`src/rtl/act_pkg.sv`:
```
package act_pkg;
  typedef enum logic {
    MODE_SCAN = 1'b0,
    MODE_LOCK = 1'b1
  } drive_mode_e;
endpackage

```
`src/rtl/act_ramp_gen.sv`:
```
module act_ramp_gen #(
  parameter int unsigned AW = 32,
  parameter int unsigned DW = 16
) (
  input  logic                 clk_i,
  input  logic                 rst_ni,
  input  logic                 sample_i,
  input  logic                 run_i,
  input  logic [AW-1:0]        step_i,
  output logic signed [DW-1:0] ramp_o,
  output logic                 wrapped_o
);
  logic [AW-1:0] acc_q;
  logic [AW:0]   sum;

  assign sum    = {1'b0, acc_q} + {1'b0, step_i};
  // offset-binary to signed: zero phase maps to most negative
  assign ramp_o = {~acc_q[AW-1], acc_q[AW-2:AW-DW]};

  always_ff @(posedge clk_i or negedge rst_ni) begin
    if (!rst_ni) begin
      acc_q     <= '0;
      wrapped_o <= 1'b0;
    end else if (sample_i) begin
      if (run_i) begin
        acc_q     <= sum[AW-1:0];
        wrapped_o <= sum[AW];
      end else begin
        wrapped_o <= 1'b0;
      end
    end
  end

  p_acc_frozen_r4: assert property (@(posedge clk_i) disable iff (!rst_ni)
    !(sample_i && run_i) |=> $stable(acc_q));
endmodule

```
`src/rtl/act_mode_ctl.sv`:
```
module act_mode_ctl
  import act_pkg::*;
(
  input  logic        clk_i,
  input  logic        rst_ni,
  input  logic        sample_i,
  input  logic        lock_req_i,
  output drive_mode_e mode_o,
  output logic        ctrl_rst_o
);
  always_ff @(posedge clk_i or negedge rst_ni) begin
    if (!rst_ni) begin
      mode_o     <= MODE_SCAN;
      ctrl_rst_o <= 1'b0;
    end else begin
      ctrl_rst_o <= sample_i && lock_req_i && (mode_o == MODE_SCAN);
      if (sample_i) mode_o <= lock_req_i ? MODE_LOCK : MODE_SCAN;
    end
  end

  p_mode_on_sample_r5: assert property (@(posedge clk_i) disable iff (!rst_ni)
    !sample_i |=> $stable(mode_o));
  p_ctrl_rst_entry_r6: assert property (@(posedge clk_i) disable iff (!rst_ni)
    ctrl_rst_o |-> (mode_o == MODE_LOCK) && $past(mode_o == MODE_SCAN));
endmodule

```
`src/rtl/act_drive_sel.sv`:
```
module act_drive_sel
  import act_pkg::*;
#(
  parameter int unsigned AW = 32,
  parameter int unsigned DW = 16
) (
  input  logic                 clk_i,
  input  logic                 rst_ni,
  input  logic                 sample_en_i,
  input  logic                 lock_req_i,
  input  logic [AW-1:0]        step_i,
  input  logic [DW-1:0]        sweep_amp_i,
  input  logic signed [DW-1:0] offset_i,
  input  logic signed [DW-1:0] ctrl_i,
  output logic signed [DW-1:0] act_o,
  output logic signed [DW-1:0] sweep_pos_o,
  output logic                 sweep_start_o,
  output logic                 lock_o,
  output logic                 ctrl_rst_o
);
  localparam int unsigned PW = 2*DW + 1;
  localparam logic signed [DW:0] MAXV = {2'b00, {(DW-1){1'b1}}};
  localparam logic signed [DW:0] MINV = {2'b11, {(DW-1){1'b0}}};

  drive_mode_e           mode;
  logic signed [DW-1:0]  ramp;
  logic                  wrapped;
  logic signed [PW-1:0]  prod;
  logic signed [DW-1:0]  sweep;
  logic signed [DW-1:0]  src;
  logic signed [DW:0]    sum;
  logic signed [DW-1:0]  sat;

  act_ramp_gen #(.AW(AW), .DW(DW)) u_ramp (
    .clk_i     (clk_i),
    .rst_ni    (rst_ni),
    .sample_i  (sample_en_i),
    .run_i     (!lock_req_i),
    .step_i    (step_i),
    .ramp_o    (ramp),
    .wrapped_o (wrapped)
  );

  act_mode_ctl u_mode (
    .clk_i      (clk_i),
    .rst_ni     (rst_ni),
    .sample_i   (sample_en_i),
    .lock_req_i (lock_req_i),
    .mode_o     (mode),
    .ctrl_rst_o (ctrl_rst_o)
  );

  assign lock_o = (mode == MODE_LOCK);
  assign prod   = ramp * $signed({1'b0, sweep_amp_i});
  assign sweep  = prod[2*DW-1:DW];
  assign src    = lock_req_i ? ctrl_i : sweep;
  assign sum    = {src[DW-1], src} + {offset_i[DW-1], offset_i};

  always_comb begin
    if (sum > MAXV)      sat = MAXV[DW-1:0];
    else if (sum < MINV) sat = MINV[DW-1:0];
    else                 sat = sum[DW-1:0];
  end

  always_ff @(posedge clk_i or negedge rst_ni) begin
    if (!rst_ni) begin
      act_o         <= '0;
      sweep_pos_o   <= '0;
      sweep_start_o <= 1'b0;
    end else begin
      sweep_start_o <= sample_en_i && !lock_req_i && wrapped;
      if (sample_en_i) begin
        act_o <= sat;
        if (!lock_req_i) sweep_pos_o <= ramp;
      end
    end
  end

  p_start_scan_only_r7: assert property (@(posedge clk_i) disable iff (!rst_ni)
    sweep_start_o |-> !lock_o);
  p_hold_act_r9: assert property (@(posedge clk_i) disable iff (!rst_ni)
    !sample_en_i |=> $stable(act_o) && $stable(sweep_pos_o) && !sweep_start_o && !ctrl_rst_o);
  p_lock_pos_hold_r4: assert property (@(posedge clk_i) disable iff (!rst_ni)
    lock_o && $past(lock_o) |-> $stable(sweep_pos_o));
endmodule

```
`config.mk`:
```
export PLATFORM = sky130hd
export DESIGN_NAME = act_drive_sel
export DESIGN_NICKNAME = d
export VERILOG_FILES = /design/src/rtl/act_pkg.sv /design/src/rtl/act_ramp_gen.sv /design/src/rtl/act_mode_ctl.sv /design/src/rtl/act_drive_sel.sv
export SDC_FILE = /design/constraint.sdc
export NUM_CORES = 1
export LEC_CHECK = 0
export BUFFER_PORTS_ARGS = -buffer_cell sky130_fd_sc_hd__buf_2
export CAP_MARGIN = 20
export CORE_MARGIN = 2
export CORE_UTILIZATION = 68
export CTS_CLUSTER_DIAMETER = 50
export DETAILED_ROUTE_END_ITERATION = 16
export GPL_TIMING_DRIVEN = 1
export PLACE_DENSITY = 0.87
export SYNTH_ARGS = -nofsm -noshare
export SYNTH_HDL_FRONTEND = slang
export SYNTH_SLANG_ARGS = --single-unit
```
`constraint.sdc`:
```
create_clock -name clk_i -period 15.75 [get_ports clk_i]
set_input_delay 2.3625 -clock clk_i [delete_from_list [all_inputs] [get_ports clk_i]]
set_output_delay 2.3625 -clock clk_i [all_outputs]
set_load 0.02 [all_outputs]
```
==> results.toml, run 1 <==
[run_status]
outcome = "completed"

[critical_path]
critical_path_arrival_ns = 10.41
crit_path_top_delay_cell = "fa_1"
crit_path_end_kind = "flip-flop"
worst-path-max-fanout = 16
cp_top_family = "adder cells"
crit_buf_inv = 6
cpMostUsedCell = "fa_1"
critPathLaunchType = "input pin"
critical_path_class = "input pin to flip-flop"
required_ns = 15.99
cpPeakStageDelay_ns = 0.56

[synth]
synth_top_area_frac = 0.2960
yosys_warnings = 0
yosysTopAreaCell = "fa_1"
syn_inst = 1490
avgSynthCellArea_um2 = 8.850
synth_area_leaders = "fa_1, ha_1, dfrtp_1"
seq_area_frac_synth = 0.1290
syn_nets = 1933
synthArstFlopShare = 1.000
synth-main-ff-cell = "dfrtp_1"
synth_seq_cells = 68
synth_cell_type_count = 64
synthTopCellsByCount = "inv_1, nand2_1, fa_1"
syn_area_um2 = 13190
synth_edf_count = 0
synth.most_common_cell = "inv_1"

[detailed_routing]
route.detailed.vias_per_inst = 5.825
drt_wl_total_mm = 32.72
drtPass1Iterations = 6
antenna_left = 0
wl_per_cell_um = 17.90
wl_met2_mm = 16.31
maxUsedRoutingLayer = "met4"
drc_errors = 0
wl_met1_mm = 12.38
drt_iter0_drc = 756
num_vias = 10650
routed-wl-met3_mm = 3.057

[sta]
finalCritPeriodShare = 0.6460
hold_violations = 0
rsz0062_at_grt = "false"
hold_slack_ns = 0.4420
report.final.slew_viol_count = 0
fin_skew_ns = 0.008701
tightest_slew_ns = 0.9025
setup_viol = 0
fin_crit_ns = 10.17
fmax_mhz = 98.28
relSlewSlack = 0.3983
setup-tns-final_ns = 0

[die]
rows = 50
die_area_um2 = 20520
die_w_um = 143.3
ios = 119
fp.coreArea_um2 = 18890
die_h_um = 143.3
start_util = 0.6979

[placement]
hpwl_mm = 25.28
port_buffers = 118
gp_congestion = 0.9764

[clock_network]
cts_buffers = 9
clockBufferDepth = 2
cts_hold_buf = 0
clk_pin_slew_ns = 0.06
cts_setup_buffers = 0
cts_root_buffer = "clkbuf_16"
tritoncts = "done"
clock_latency_ns = 0.34
cts_max_level = 3
cts_resized = 0
cts.sinks = 68

[global_routing]
grt_pass1_wl_mm = 55.26
grt_max_degree = 87
grt_pass1_vias = 11390
grt_antenna_before_repair = 1
gr-total-overflow = 0
grtUsageTotal = 0.3432

[worst_hold_path]
min_path_type = "flip-flop to flip-flop"

[layout]
final_layout_size_suffix_gt1_frac = 0.1149
syn_to_final_growth_pct = 7.686
fin_nets = 2005
fill_cells = 1332

[flow_run]
maxCapViolations = 0
[sequential cells by signal, indices dropped and copies added (netlist names)]
register and count:
act_o 16, u_ramp.wrapped_o 1, u_ramp.acc_q 32, sweep_pos_o 16, u_mode.mode_o 1, sweep_start_o 1
u_mode.ctrl_rst_o 1
[placed cells by master (no fill, tap or decap), types with 9 or more instances in the layout]
cell type / n
a21o_1: 23
a21oi_1: 57
and2_1: 115
buf_2: 118
clkbuf_16: 9
dfrtp_1: 68
fa_1: 195
ha_1: 164
inv_1: 276
mux2_2: 16
nand2_1: 196
nor2_1: 30
o21ai_0: 94
o21ai_1: 10
or2_2: 9
xnor2_1: 33
xor2_1: 23
[layout make-up]
type / count / area, µm² / area share
Multi-Input combinational cell: 1086 / 10220 / 0.7197
Sequential cell: 68 / 1702 / 0.1198
Inverter: 276 / 1036 / 0.07296
Timing Repair Buffer: 121 / 613.1 / 0.04318
Tap cell: 260 / 325.3 / 0.02291
Clock buffer: 9 / 225.2 / 0.01586
Clock inverter: 7 / 76.32 / 0.005375
Antenna cell: 1 / 2.502 / 0.0001762
[worst paths after layout]
check | startpoint | end | slack (ns) | cells after the start
max | sweep_amp_i[5] | act_o[3] | 5.58 | 34
max in group asynchronous | rst_ni | u_ramp.acc_q[13] | 12.95 | 2
min | u_mode.mode_o | u_mode.ctrl_rst_o | 0.44 | 1
min reg2reg | u_mode.mode_o | u_mode.ctrl_rst_o | 0.44 | 1
max reg2reg | u_ramp.acc_q[21] | act_o[3] | 7.00 | 33
min in group asynchronous | rst_ni | act_o[9] | 2.21 | 2
[per-stage QoR]
step | util | setup slack [ns] | cells | area, µm²
floorplan | - | 6.041 | 1490 | 13190
global placement | 0.7355 | 5.548 | 1811 | 13900
detailed placement | 0.7355 | 5.297 | 1811 | 13900
CTS | 0.7515 | 5.583 | 1827 | 14200
global route | 0.7515 | 4.975 | 1827 | 14200
finish | 0.7516 | 5.575 | 1828 | 14200
[metal layers]
layer | track usage | vias to the layer above
li1 | - | 4864
met1 | 0.4310 | 5177
met2 | 0.5873 | 503
met3 | 0.08283 | 105
met4 | 0.1104 | 0
met5 | 0 | -
[logic make-up after synthesis]
logic type | Yosys count | synth area share
AOI/OAI and AO/OA | 249 | 0.1220
xor gates and xnor gates | 56 | 0.03720
adders and majority gates | 359 | 0.4517
buffers and inverters | 336 | 0.09612
DFF | 68 | 0.1290
muxes | 17 | 0.01442
and+or+nand+nor | 405 | 0.1495
Power of run 1 is left out: the tool's default activity adds up to more than one toggle a clock period on the data nets, which glitch-free logic cannot reach.
==> run 2: changes to the inputs <==
CORE_UTILIZATION = 63   (was 68)
PLACE_DENSITY = 0.81   (was 0.87)
clock period = 9.8 ns   (was 15.75 ns; I/O delays follow)
==> results.toml, run 2 (synthesis gave the netlist of run 1 again) <==
[run_status]
outcome = "completed"

[global_routing]
grt_use_met1 = 0.4137
grt_max_degree = 87
use_met3 = 0.07577
grt_antenna_before_repair = 3
grt_pass1_wl_mm = 54.00
grt-busiest-layer = "met2"
grtUsageTotal = 0.3100
grt_pass1_vias = 10960
gr-total-overflow = 0
met2_usage = 0.5097

[die]
start_util = 0.6475
fp.coreArea_um2 = 20360
die_area_um2 = 22100
die_w_um = 148.7
rows = 52
die_h_um = 148.7
ios = 119

[placement]
place_ws_ns = 0.2729
gp_congestion = 0.9645
hpwl_mm = 25.19
place_area_um2 = 13950
port_buffers = 118

[detailed_routing]
num_vias = 10510
drtPass1Iterations = 6
route.detailed.vias_per_inst = 5.705
antenna_left = 0
drt_iter0_drc = 690
wl_per_cell_um = 17.42
drc_errors = 0
drt_wl_total_mm = 32.10

[flow_run]
maxCapViolations = 0

[critical_path]
critPathLaunchType = "input pin"
startpoint = "sweep_amp_i[5]"
crit_path_top_delay_cell = "o21ai_0"
cpPeakStageDelay_ns = 0.56
cpMostUsedCell = "fa_1"
required_ns = 10.00
critical_path_arrival_ns = 9.40
worstReg2RegStart = "u_ramp.acc_q[26]"
cp_top_family = "adder cells"
worst-path-max-fanout = 16
crit_path_end_kind = "flip-flop"
critical_path_class = "input pin to flip-flop"
crit_buf_inv = 5
rrSetupSlack_ns = 1.14

[layout]
final_common_cell = "inv_1"
fin_nets = 2010
final_area_um2 = 14260
final_layout_size_suffix_gt1_frac = 0.1183
fill_cells = 1587
seqCellArea_um2 = 1702
final_core_util = 0.7000
syn_to_final_growth_pct = 8.113
most-common-layout-cells = "inv_1, nand2_1, fa_1"
reg.largest.list = "u_ramp.acc_q x32, act_o x16, sweep_pos_o x16"
multi_input_area_um2 = 10220
largest_reg_flops = 32
largest-register = "u_ramp.acc_q"

[clock_network]
clk_pin_slew_ns = 0.06
cts_root_buffer = "clkbuf_16"
cts_max_level = 3
cts_setup_buffers = 0
clockBufferDepth = 2
clock_latency_ns = 0.34
cts.sinks = 68
cts_buffers = 9
tritoncts = "done"

[sta]
fmax_mhz = 108.7
finalCritPeriodShare = 0.9387
rsz0062_at_grt = "false"
setup_ws_ns = 0.6007
setup-tns-final_ns = 0
setup_viol = 0
tightest_slew_ns = 0.8903
hold_violations = 0
relSlewSlack = 0.4064
fin_crit_ns = 9.199
fin_skew_ns = 0.006766
report.final.slew_viol_count = 0

[worst_hold_path]
min_path_type = "flip-flop to flip-flop"
holdCritStartpoint = "u_mode.mode_o"
## run 2: changes by cell type in the layout (fill, tap and decap cells not counted), sizes merged
| cell | previous run | this run |
|---|---|---|
| buf | 121 | 126 |
| inv | 277 | 279 |
| clkinv | 3 | 2 |
| clkinvlp | 2 | 1 |
## run 2: final timing paths
check | end | depth (start not counted)
max in group asynchronous | sweep_pos_o[10] | 2
min in group asynchronous | u_ramp.acc_q[1] | 2
max reg2reg | act_o[1] | 30
max | act_o[3] | 32
min | u_mode.ctrl_rst_o | 1
min reg2reg | u_mode.ctrl_rst_o | 1
## run 2: cell type report
type | count | share of cell area
Multi-Input combinational cell | 1086 | 0.7170
Sequential cell | 68 | 0.1194
Inverter | 276 | 0.07267
Timing Repair Buffer | 126 | 0.04564
Tap cell | 270 | 0.02370
Clock buffer | 9 | 0.01580
Clock inverter | 7 | 0.005705
Antenna cell | 1 | 0.0001755
## run 2: repair_timing
item | 4_1_cts | 5_1_grt
setup endpoints to repair | 0 | 3
gates resized for setup | 0 | 1
hold buffers | 0 | 0
hold endpoints to repair | 0 | 0
## run 2: metal layers
layer,vias up,wire length [µm]
met2,419,15440
met3,72,2678
met1,5141,13190
li1,4878,-
met5,-,24
met4,4,765
## run 2: stage by stage
step	hold slack, ns	instances
3_3_place_gp	0.4506	1826
2_1_floorplan	0.4526	1490
5_1_grt	0.4971	1843
6_report	0.4723	1843
3_5_place_dp	0.4706	1826
4_1_cts	0.4797	1842
Power of run 2 is left out for the same reason.
==> run 3: changes to the inputs <==
BUFFER_PORTS_ARGS = not set   (was -buffer_cell sky130_fd_sc_hd__buf_2)
CORE_UTILIZATION = 61   (was 63)
DONT_BUFFER_PORTS = 1   (was not set)
PLACE_DENSITY = 0.77   (was 0.81)
TNS_END_PERCENT = 50   (was not set)
clock period = 7.45 ns   (was 9.8 ns; I/O delays follow)
==> results.toml, run 3 (synthesis gave the netlist of run 1 again) <==
[run_status]
outcome = "complete, but fails checks"
violations = "setup timing"

[detailed_routing]
drt_wl_total_mm = 32.14
drc_errors = 0
num_vias = 10300
wl_per_cell_um = 17.58
antenna_left = 0
drtPass1Iterations = 4
drt_iter0_drc = 534
route.detailed.vias_per_inst = 5.634

[placement]
dp_cells = 1798
place_area_um2 = 14160
hpwl_mm = 25.60
gp_congestion = 0.9283
port_buffers = 0

[clock_network]
cts.sinks = 68
cts_root_buffer = "clkbuf_16"
cts_max_level = 3
clock_latency_ns = 0.33
clockBufferDepth = 2
cts_buffers = 9
cts_hold_buf = 0
tritoncts = "done"
clk_pin_slew_ns = 0.07

[global_routing]
grt_pass1_wl_mm = 52.79
grt_pass1_vias = 10770
grtUsageTotal = 0.2969
gr-total-overflow = 0
grt_max_degree = 69
grt_antenna_before_repair = 0

[layout]
fin_cells = 1828
diodes = 0
largest-register = "u_ramp.acc_q"
reg.largest.list = "u_ramp.acc_q x32, act_o x16, sweep_pos_o x16"
final_layout_size_suffix_gt1_frac = 0.1494
largest_reg_flops = 32
final_common_cell = "inv_1"
fin_nets = 1991
most-common-layout-cells = "inv_1, nand2_1, fa_1"
final_area_um2 = 14770
syn_to_final_growth_pct = 11.99

[die]
die_h_um = 151.0
die_w_um = 151.0
start_util = 0.6253
die_area_um2 = 22810
rows = 53
ios = 119
fp.coreArea_um2 = 21090

[sta]
report.final.slew_viol_count = 0
finalCritPeriodShare = 1.081
rsz0062_at_grt = "true"
fmax_mhz = 124.1
tightest_slew_ns = 0.9768
hold_violations = 0
setup-tns-final_ns = -8.092
setup_viol = 16
fin_skew_ns = 0.01072
relSlewSlack = 0.3488
setup_ws_ns = -0.6060
fin_crit_ns = 8.056

[critical_path]
critical_path_class = "input pin to flip-flop"
crit_path_top_delay_cell = "fa_1"
required_ns = 7.67
rrSetupSlack_ns = -0.49
critPathLaunchType = "input pin"
critical_path_arrival_ns = 8.27
cpMostUsedCell = "fa_1"
worst-path-max-fanout = 16
crit_path_end_kind = "flip-flop"
cpPeakStageDelay_ns = 0.54

[flow_run]
maxCapViolations = 0

[worst_hold_path]
min_path_type = "input pin to asynchronous set/reset pin"
==> run 3: repair_timing <==
action	4_1_cts	5_1_grt
pin swaps	23	22
endpoints found under the setup margin	16	16
gates cloned	2	0
buffers inserted	6	6
resized for setup	27	28
==> run 3: final cells by class <==
| type | instances | area, µm² |
|---|---|---|
| timing repair buffer | 105 | 828.3 |
| tap | 275 | 344.1 |
| fill | 1619 | 6320 |
| clock inverter | 7 | 80.08 |
| sequential | 68 | 1702 |
| multi-input combinational | 1088 | 10550 |
| clock buffer | 9 | 225.2 |
| inverter | 276 | 1036 |
==> run 3: routing by layer <==
metal,vias to the layer above,track usage,part of all wire
met5,-,0,0
met4,0,0.09159,0.035
met3,74,0.08253,0.079
met2,322,0.5000,0.49
met1,5052,0.3744,0.40
li1,4851,-,-
==> run 3: path summary, 6_finish.rpt <==
kind                                   end             start  depth (start not counted)
max                               act_o[5]    sweep_amp_i[4]                         32
min reg2reg                u_ramp.acc_q[5]   u_ramp.acc_q[5]                          2
min in group clk_i         u_ramp.acc_q[5]   u_ramp.acc_q[5]                          2
max in group asynchronous   sweep_pos_o[9]            rst_ni                          0
max reg2reg                       act_o[5]  u_ramp.acc_q[21]                         33
min                        u_ramp.acc_q[5]            rst_ni                          0
==> run 3: metrics by stage <==
step | util | setup slack [ns] | hold WS [ns]
after floorplan | - | -0.4690 | 0.4526
after global placement | 0.6715 | -0.7628 | 0.4633
after detailed placement | 0.6715 | -1.003 | 0.4758
after CTS | 0.6939 | -0.4530 | 0.4672
after global routing | 0.7003 | -0.9641 | 0.4561
final | 0.7003 | -0.6060 | 0.4770
==> run 3: critical path, delay by kind of cell <==
family / cells / cell delay (ns)
simple gates: 3 / 0.37
buf+inv: 6 / 0.53
fa+ha+maj: 8 / 3.59
xor+xnor: 1 / 0.16
compound gates: 14 / 2.48
Power of run 3 is left out for the same reason.
